**config.mk**
```make
export PLATFORM = sky130hd
export DESIGN_NAME = slip_resp_tx
export DESIGN_NICKNAME = d
export VERILOG_FILES = /design/src/rtl/slip_resp_pkg.sv /design/src/rtl/slip_resp_bytesel.sv /design/src/rtl/slip_resp_dp.sv /design/src/rtl/slip_resp_ctrl.sv /design/src/rtl/slip_resp_tx.sv
export SDC_FILE = /design/constraint.sdc
export NUM_CORES = 1
export LEC_CHECK = 0
export ABC_AREA = 1
export BUFFER_PORTS_ARGS = -buffer_cell sky130_fd_sc_hd__buf_2
export CORE_UTILIZATION = 42
export CTS_CLUSTER_SIZE = 24
export DETAILED_ROUTE_END_ITERATION = 7
export HOLD_SLACK_MARGIN = 0.05
export PLACE_DENSITY = 0.63
export SLEW_MARGIN = 20
export SYNTH_ARGS = -nofsm -noshare
export SYNTH_HDL_FRONTEND = slang
export SYNTH_SLANG_ARGS = --single-unit
```
**constraint.sdc**
```tcl
create_clock -name clk -period 2.4 [get_ports clk]
set_input_delay 0.12 -clock clk [delete_from_list [all_inputs] [get_ports clk]]
set_output_delay 0.12 -clock clk [all_outputs]
set_load 0.05 [all_outputs]
```
**src/rtl/slip_resp_pkg.sv**
```systemverilog
package slip_resp_pkg;

  localparam logic [7:0] FRAME_END = 8'hC0;
  localparam logic [7:0] ESC_LEAD  = 8'hDB;
  localparam logic [7:0] ESC_END   = 8'hDC;
  localparam logic [7:0] ESC_ESC   = 8'hDD;
  localparam logic [7:0] RESP_DIR  = 8'h01;
  localparam logic [15:0] RESP_BODY_LEN = 16'd2;
  localparam int HDR_FIXED = 4;   // direction, command, two length bytes

  typedef enum logic [1:0] {
    OUT_DELIM,
    OUT_LEAD,
    OUT_RAW,
    OUT_SUB
  } outSel_e;

  typedef struct packed {
    logic    load;
    logic    incIdx;
    outSel_e sel;
  } ctrlStrobe_t;

endpackage

```
**src/rtl/slip_resp_bytesel.sv**
```systemverilog
module slip_resp_bytesel
  import slip_resp_pkg::*;
#(
  parameter int VALUE_BYTES = 4,
  parameter int IDX_W       = 4
) (
  input  logic [IDX_W-1:0]         idx,
  input  logic [7:0]               cmdReg,
  input  logic [8*VALUE_BYTES-1:0] valueReg,
  input  logic                     statusReg,
  input  logic [7:0]               errReg,
  output logic [7:0]               curByte
);
  localparam int STATUS_POS = HDR_FIXED + VALUE_BYTES;

  logic [7:0] valueByte;

  always_comb begin
    valueByte = 8'h00;
    for (int k = 0; k < VALUE_BYTES; k++) begin
      if (idx == IDX_W'(HDR_FIXED + k)) valueByte = valueReg[8*k +: 8];
    end
  end

  always_comb begin
    if (idx == IDX_W'(0))               curByte = RESP_DIR;
    else if (idx == IDX_W'(1))          curByte = cmdReg;
    else if (idx == IDX_W'(2))          curByte = RESP_BODY_LEN[7:0];
    else if (idx == IDX_W'(3))          curByte = RESP_BODY_LEN[15:8];
    else if (idx < IDX_W'(STATUS_POS))  curByte = valueByte;
    else if (idx == IDX_W'(STATUS_POS)) curByte = {7'd0, statusReg};
    else                                curByte = errReg;
  end
endmodule

```
**src/rtl/slip_resp_dp.sv**
```systemverilog
module slip_resp_dp
  import slip_resp_pkg::*;
#(
  parameter int VALUE_BYTES = 4
) (
  input  logic                     clk,
  input  logic                     rstN,
  input  ctrlStrobe_t              strobe,
  input  logic [7:0]               cmdIn,
  input  logic [8*VALUE_BYTES-1:0] valueIn,
  input  logic                     failIn,
  input  logic [7:0]               errIn,
  output logic [7:0]               outData,
  output logic                     isSpecial,
  output logic                     isLast,
  output logic [7:0]               lastErr
);
  localparam int PAY_LEN = HDR_FIXED + VALUE_BYTES + 2;
  localparam int IDX_W   = $clog2(PAY_LEN);

  logic [IDX_W-1:0]         idx;
  logic [7:0]               cmdReg;
  logic [8*VALUE_BYTES-1:0] valueReg;
  logic                     statusReg;
  logic [7:0]               errReg;
  logic [7:0]               curByte;

  always_ff @(posedge clk) begin
    if (!rstN) begin
      idx       <= '0;
      cmdReg    <= '0;
      valueReg  <= '0;
      statusReg <= 1'b0;
      errReg    <= '0;
    end else begin
      if (strobe.load) begin
        idx       <= '0;
        cmdReg    <= cmdIn;
        valueReg  <= valueIn;
        statusReg <= failIn;
        if (failIn) errReg <= errIn;
      end else if (strobe.incIdx) begin
        idx <= idx + IDX_W'(1);
      end
    end
  end

  slip_resp_bytesel #(
    .VALUE_BYTES(VALUE_BYTES),
    .IDX_W      (IDX_W)
  ) u_sel (
    .idx      (idx),
    .cmdReg   (cmdReg),
    .valueReg (valueReg),
    .statusReg(statusReg),
    .errReg   (errReg),
    .curByte  (curByte)
  );

  assign isSpecial = (curByte == FRAME_END) || (curByte == ESC_LEAD);
  assign isLast    = (idx == IDX_W'(PAY_LEN - 1));
  assign lastErr   = errReg;

  always_comb begin
    unique case (strobe.sel)
      OUT_DELIM: outData = FRAME_END;
      OUT_LEAD:  outData = ESC_LEAD;
      OUT_RAW:   outData = curByte;
      OUT_SUB:   outData = (curByte == FRAME_END) ? ESC_END : ESC_ESC;
      default:   outData = FRAME_END;
    endcase
  end
endmodule

```
**src/rtl/slip_resp_ctrl.sv**
```systemverilog
module slip_resp_ctrl
  import slip_resp_pkg::*;
(
  input  logic        clk,
  input  logic        rstN,
  input  logic        startPulse,
  input  logic        outReady,
  input  logic        isSpecial,
  input  logic        isLast,
  output ctrlStrobe_t strobe,
  output logic        outValid,
  output logic        busy
);
  typedef enum logic [2:0] {
    ST_IDLE,
    ST_OPEN,
    ST_BODY,
    ST_SUBST,
    ST_CLOSE
  } txState_e;

  txState_e state, nextState;

  always_ff @(posedge clk) begin
    if (!rstN) state <= ST_IDLE;
    else       state <= nextState;
  end

  always_comb begin
    nextState     = state;
    strobe.load   = 1'b0;
    strobe.incIdx = 1'b0;
    strobe.sel    = OUT_DELIM;
    unique case (state)
      ST_IDLE: begin
        if (startPulse) begin
          strobe.load = 1'b1;
          nextState   = ST_OPEN;
        end
      end
      ST_OPEN: begin
        if (outReady) nextState = ST_BODY;
      end
      ST_BODY: begin
        strobe.sel = isSpecial ? OUT_LEAD : OUT_RAW;
        if (outReady) begin
          if (isSpecial)   nextState = ST_SUBST;
          else if (isLast) nextState = ST_CLOSE;
          else             strobe.incIdx = 1'b1;
        end
      end
      ST_SUBST: begin
        strobe.sel = OUT_SUB;
        if (outReady) begin
          if (isLast) nextState = ST_CLOSE;
          else begin
            strobe.incIdx = 1'b1;
            nextState     = ST_BODY;
          end
        end
      end
      ST_CLOSE: begin
        if (outReady) nextState = ST_IDLE;
      end
      default: nextState = ST_IDLE;
    endcase
  end

  assign busy     = (state != ST_IDLE);
  assign outValid = busy;
endmodule

```
**src/rtl/slip_resp_tx.sv**
```systemverilog
module slip_resp_tx
  import slip_resp_pkg::*;
#(
  parameter int VALUE_BYTES = 4
) (
  input  logic                     clk,
  input  logic                     rstN,
  input  logic                     startPulse,
  input  logic [7:0]               cmdCode,
  input  logic [8*VALUE_BYTES-1:0] valueWord,
  input  logic                     failFlag,
  input  logic [7:0]               errCode,
  output logic [7:0]               outData,
  output logic                     outValid,
  input  logic                     outReady,
  output logic                     busy
);
  ctrlStrobe_t strobe;
  logic        isSpecial;
  logic        isLast;
  logic [7:0]  lastErr;

  slip_resp_ctrl u_ctrl (
    .clk       (clk),
    .rstN      (rstN),
    .startPulse(startPulse),
    .outReady  (outReady),
    .isSpecial (isSpecial),
    .isLast    (isLast),
    .strobe    (strobe),
    .outValid  (outValid),
    .busy      (busy)
  );

  slip_resp_dp #(.VALUE_BYTES(VALUE_BYTES)) u_dp (
    .clk      (clk),
    .rstN     (rstN),
    .strobe   (strobe),
    .cmdIn    (cmdCode),
    .valueIn  (valueWord),
    .failIn   (failFlag),
    .errIn    (errCode),
    .outData  (outData),
    .isSpecial(isSpecial),
    .isLast   (isLast),
    .lastErr  (lastErr)
  );
endmodule

```
==> flow_metrics.py <==
metrics = {
    "status": {
        "status": "finished, violations left",
        "violations": "negative setup slack",
    },
    "run": {
        "maxCapViolCount": 0,
    },
    "global_routing": {
        "overflow": 0,
        "grt_max_degree": 56,
        "gr-usage-all-layers": 0.2386,
        "grt_pass1_wl_mm": 13.92,
        "grt_pass1_vias": 3053,
        "antenna_found_initial": 0,
    },
    "synth": {
        "synth.top_cell.area_share": 0.3806,
        "synth_top_family_by_area": "simple AND/OR/NAND/NOR gates",
        "synth.distinct_cells": 22,
        "synthAdderAreaFrac": 0.01699,
        "syn_avg_cell_area_um2": 6.431,
        "synth_area_leader_cell": "dfxtp_1",
        "seq_area_frac_synth": 0.3806,
        "synth_warnings": 0,
        "ys_top_cells_by_area": "dfxtp_1, nand2_1, a21oi_1",
        "synth_xor_area_frac": 0.005947,
        "netlist_instances": 458,
        "synth_compound_area_frac": 0.1869,
        "ys_seq_elements": 56,
        "synth_mux_area_frac": 0,
        "yosys.area_share.simple": 0.3033,
        "synth_nets": 515,
        "syn_area_mm2": 0.002945,
    },
    "timing": {
        "fmax_mhz": 383.0,
        "drv_slew": 0,
        "post-route-period-util": 1.088,
        "setup_viol": 8,
        "fin_crit_ps": 2611,
        "finalWorstSetupSlack_ps": -211.0,
        "clock_skew_ps": 5.077,
        "worst-slew-pin-transition_ps": 910.1,
        "timing.slew.headroom": 0.3926,
        "fin_setup_tns_ps": -1415,
        "grt_setup_unrepaired": "yes",
        "hold_viol_final": 0,
    },
    "final_layout": {
        "layout-drive-gt1-share": 0.3169,
        "final_cell_area_mm2": 0.004225,
        "antenna_cells": 0,
        "nNetsFinal": 624,
        "syn_to_final_growth_pct": 43.46,
    },
    "detailed_routing": {
        "avgViaCountPerCell": 4.899,
        "drt-total-wl_mm": 8.626,
        "wl_per_cell_um": 12.99,
        "drt_first_pass_iters": 4,
        "ant_nets": 0,
        "drtIter0Drc": 161,
        "via_count": 3253,
        "drc": 0,
    },
    "placement": {
        "place_congestion": 0.9072,
        "dp.final_hpwl_mm": 5.661,
        "port_buffers": 62,
        "dpl_cell_area_mm2": 0.003462,
        "place_ws_ps": -114.7,
    },
    "clock_tree": {
        "cts_buffers": 5,
        "cts_tree": "built",
        "clock_latency_ps": 320,
        "clkSinkCount": 56,
        "clockRootBuffer": "clkbuf_8",
        "htreeDepth": 2,
        "cts.reportedPaths.clkPinSlew_ps": 100,
        "clockBufferDepth": 2,
    },
    "worst_setup_path": {
        "cpPeakStageDelay_ps": 420,
        "required_ps": 2280,
        "crit_type": "reg -> out",
        "cp_slowest_cell": "dfxtp_4",
        "r2r-end": "u_dp.idx[3]$_SDFFE_PP0P_",
        "crit_chain": "inv_4, ha_4, buf_6, nor2_4, nand2_1, nand2_1, nand2_1, nand2_2, nand2_1, nand2_2, nand2_2, nand2_2, nor2_2, nand2_2, nand2_4, o21ai_1, o21ai_2, buf_6",
        "endpoint": "outData[3]",
        "path_max_fanout": 6,
        "cp-start-kind": "flop",
        "endpoint_kind": "primary output",
        "r2r_slack_ps": 110,
        "rr_worst_depth": 19,
        "r2r-start": "u_dp.idx[1]$_SDFFE_PP0P_",
        "cp-startpoint": "u_dp.idx[1]$_SDFFE_PP0P_",
        "crit_arrival_ps": 2490,
        "crit_top_cell": "nand2_2",
    },
    "worst_hold_path": {
        "hold_class": "in -> reg",
    },
    "floorplanning": {
        "rows": 30,
        "dieArea_mm2": 0.007351,
        "core-area_mm2": 0.006794,
        "die_w_um": 85.74,
        "start_util": 0.4335,
        "io_pins": 63,
        "dieHeight_um": 85.74,
    },
    "power": {
        "vdd_drop_max_v": 0.0004129,
        "p_leak_uw": 0.001841,
        "power-per-cell-area_mw_per_mm2": 738.3,
        "total_power_uw": 3120,
    },
}
==> worst max-delay path, delay by kind of cell (launching register included) <==
| family | cells | cell delay, ps |
|---|---|---|
| adder cells (fa/ha/maj) | 1 | 180 |
| AO/OA/AOI/OAI | 2 | 330 |
| AND/OR/NAND/NOR | 12 | 880 |
| buffers and inverters | 3 | 360 |
| flip-flops | 1 | 420 |
==> worst min-delay path by stage <==
stage	from	to	slack (ps)	cells after the start
finish	valueWord[1]	u_dp.valueReg[1]$_SDFFE_PN0P_	60	3
global route	valueWord[21]	u_dp.valueReg[21]$_SDFFE_PN0P_	60	3
CTS	valueWord[1]	u_dp.valueReg[1]$_SDFFE_PN0P_	50	3
detailed placement	cmdCode[1]	u_dp.cmdReg[1]$_SDFFE_PN0P_	380	3
global placement	valueWord[2]	u_dp.valueReg[2]$_SDFFE_PN0P_	370	3
floorplan	rstN	u_dp.valueReg[6]$_SDFFE_PN0P_	260	2
==> metrics by stage <==
step                      utilization  hold slack (ps)  cells
final                          0.6219            56.31    664
after global routing           0.6219            61.86    664
after CTS                      0.5913            51.19    657
after detailed placement       0.5096            375.6    618
after global placement         0.5096            369.4    618
after floorplan                     -            258.4    458
==> placed cells by master, fill, tap and decap left out, types with 2 or more instances in the layout <==
master         netlist  layout
dfxtp_1             56      53
dfxtp_4              0       2
a21oi_2              0       6
o21ai_2              0       3
buf_6                2      11
dlygate4sd3_1        0      24
clkbuf_8             0       5
o21ai_0             37      31
o21ai_1              0       3
nand3_1             22      19
nor2_4               3       4
nor2_1              22      17
a21oi_1             73      64
xor2_1               2       2
nand3_2              0       2
buf_4                2      33
ha_4                 0       4
inv_1               50      44
nand2_4              3       3
buf_2                4      54
a21oi_4              0       3
buf_12               0       2
nand2_1            147     123
inv_2                3       7
nor2_2               2       6
inv_4                0       2
nand2_2              3      26
nand4_1              6       6
==> per-layer routing <==
metal,global-route usage,part of all wire,up-vias
met2,0.3796,0.46,91
met4,0.08333,0.019,0
met3,0.04139,0.048,18
met1,0.3264,0.48,1463
met5,0,0,-
li1,-,-,1681
==> synthesized netlist by cell type, drive strengths merged <==
cell type    n
ha           4
nand3       22
nor2        27
xor2         2
nor3         1
buf          9
nand4        6
a21oi       73
nand2      153
dfxtp       56
inv         53
clkbuf      14
o21ai       37
nand3b       1
==> what timing repair did <==
action,CTS,global route
setup buffers,8,9
pin swaps,16,22
hold buffers,24,0
resized for setup,51,47
setup endpoints to repair,14,14
endpoints found under the hold margin,24,0
==> flip-flops by register name, summed over array words and instances, names as in the netlist <==
signal / count
u_ctrl.state: 3
u_dp.cmdReg: 8
u_dp.idx: 4
u_dp.lastErr: 8
u_dp.statusReg: 1
u_dp.valueReg: 32
==> area by class of cell <==
type                            instances  area [µm²]
Sequential cell                        56        1130
Inverter                               53       203.9
Timing Repair Buffer                  125       937.1
Tap cell                               96       120.1
Clock buffer                            5       68.82
Fill cell                             608        2569
Multi-Input combinational cell        326        1743
Clock inverter                          3       22.52
==> report_power, final <==
part / switching (µW) / total [µW] / internal, µW
clock network: 331 / 542 / 210
logic: 906 / 1350 / 445
registers: 103 / 1230 / 1120
total: 1340 / 3120 / 1780
==> logic make-up after synthesis <==
group / count (synthesis)
compound gates: 110
xor+xnor: 2
fa+ha+maj: 4
buf+inv: 76
flops: 56
simple gates: 210
(Power assumes the default switching activity.)
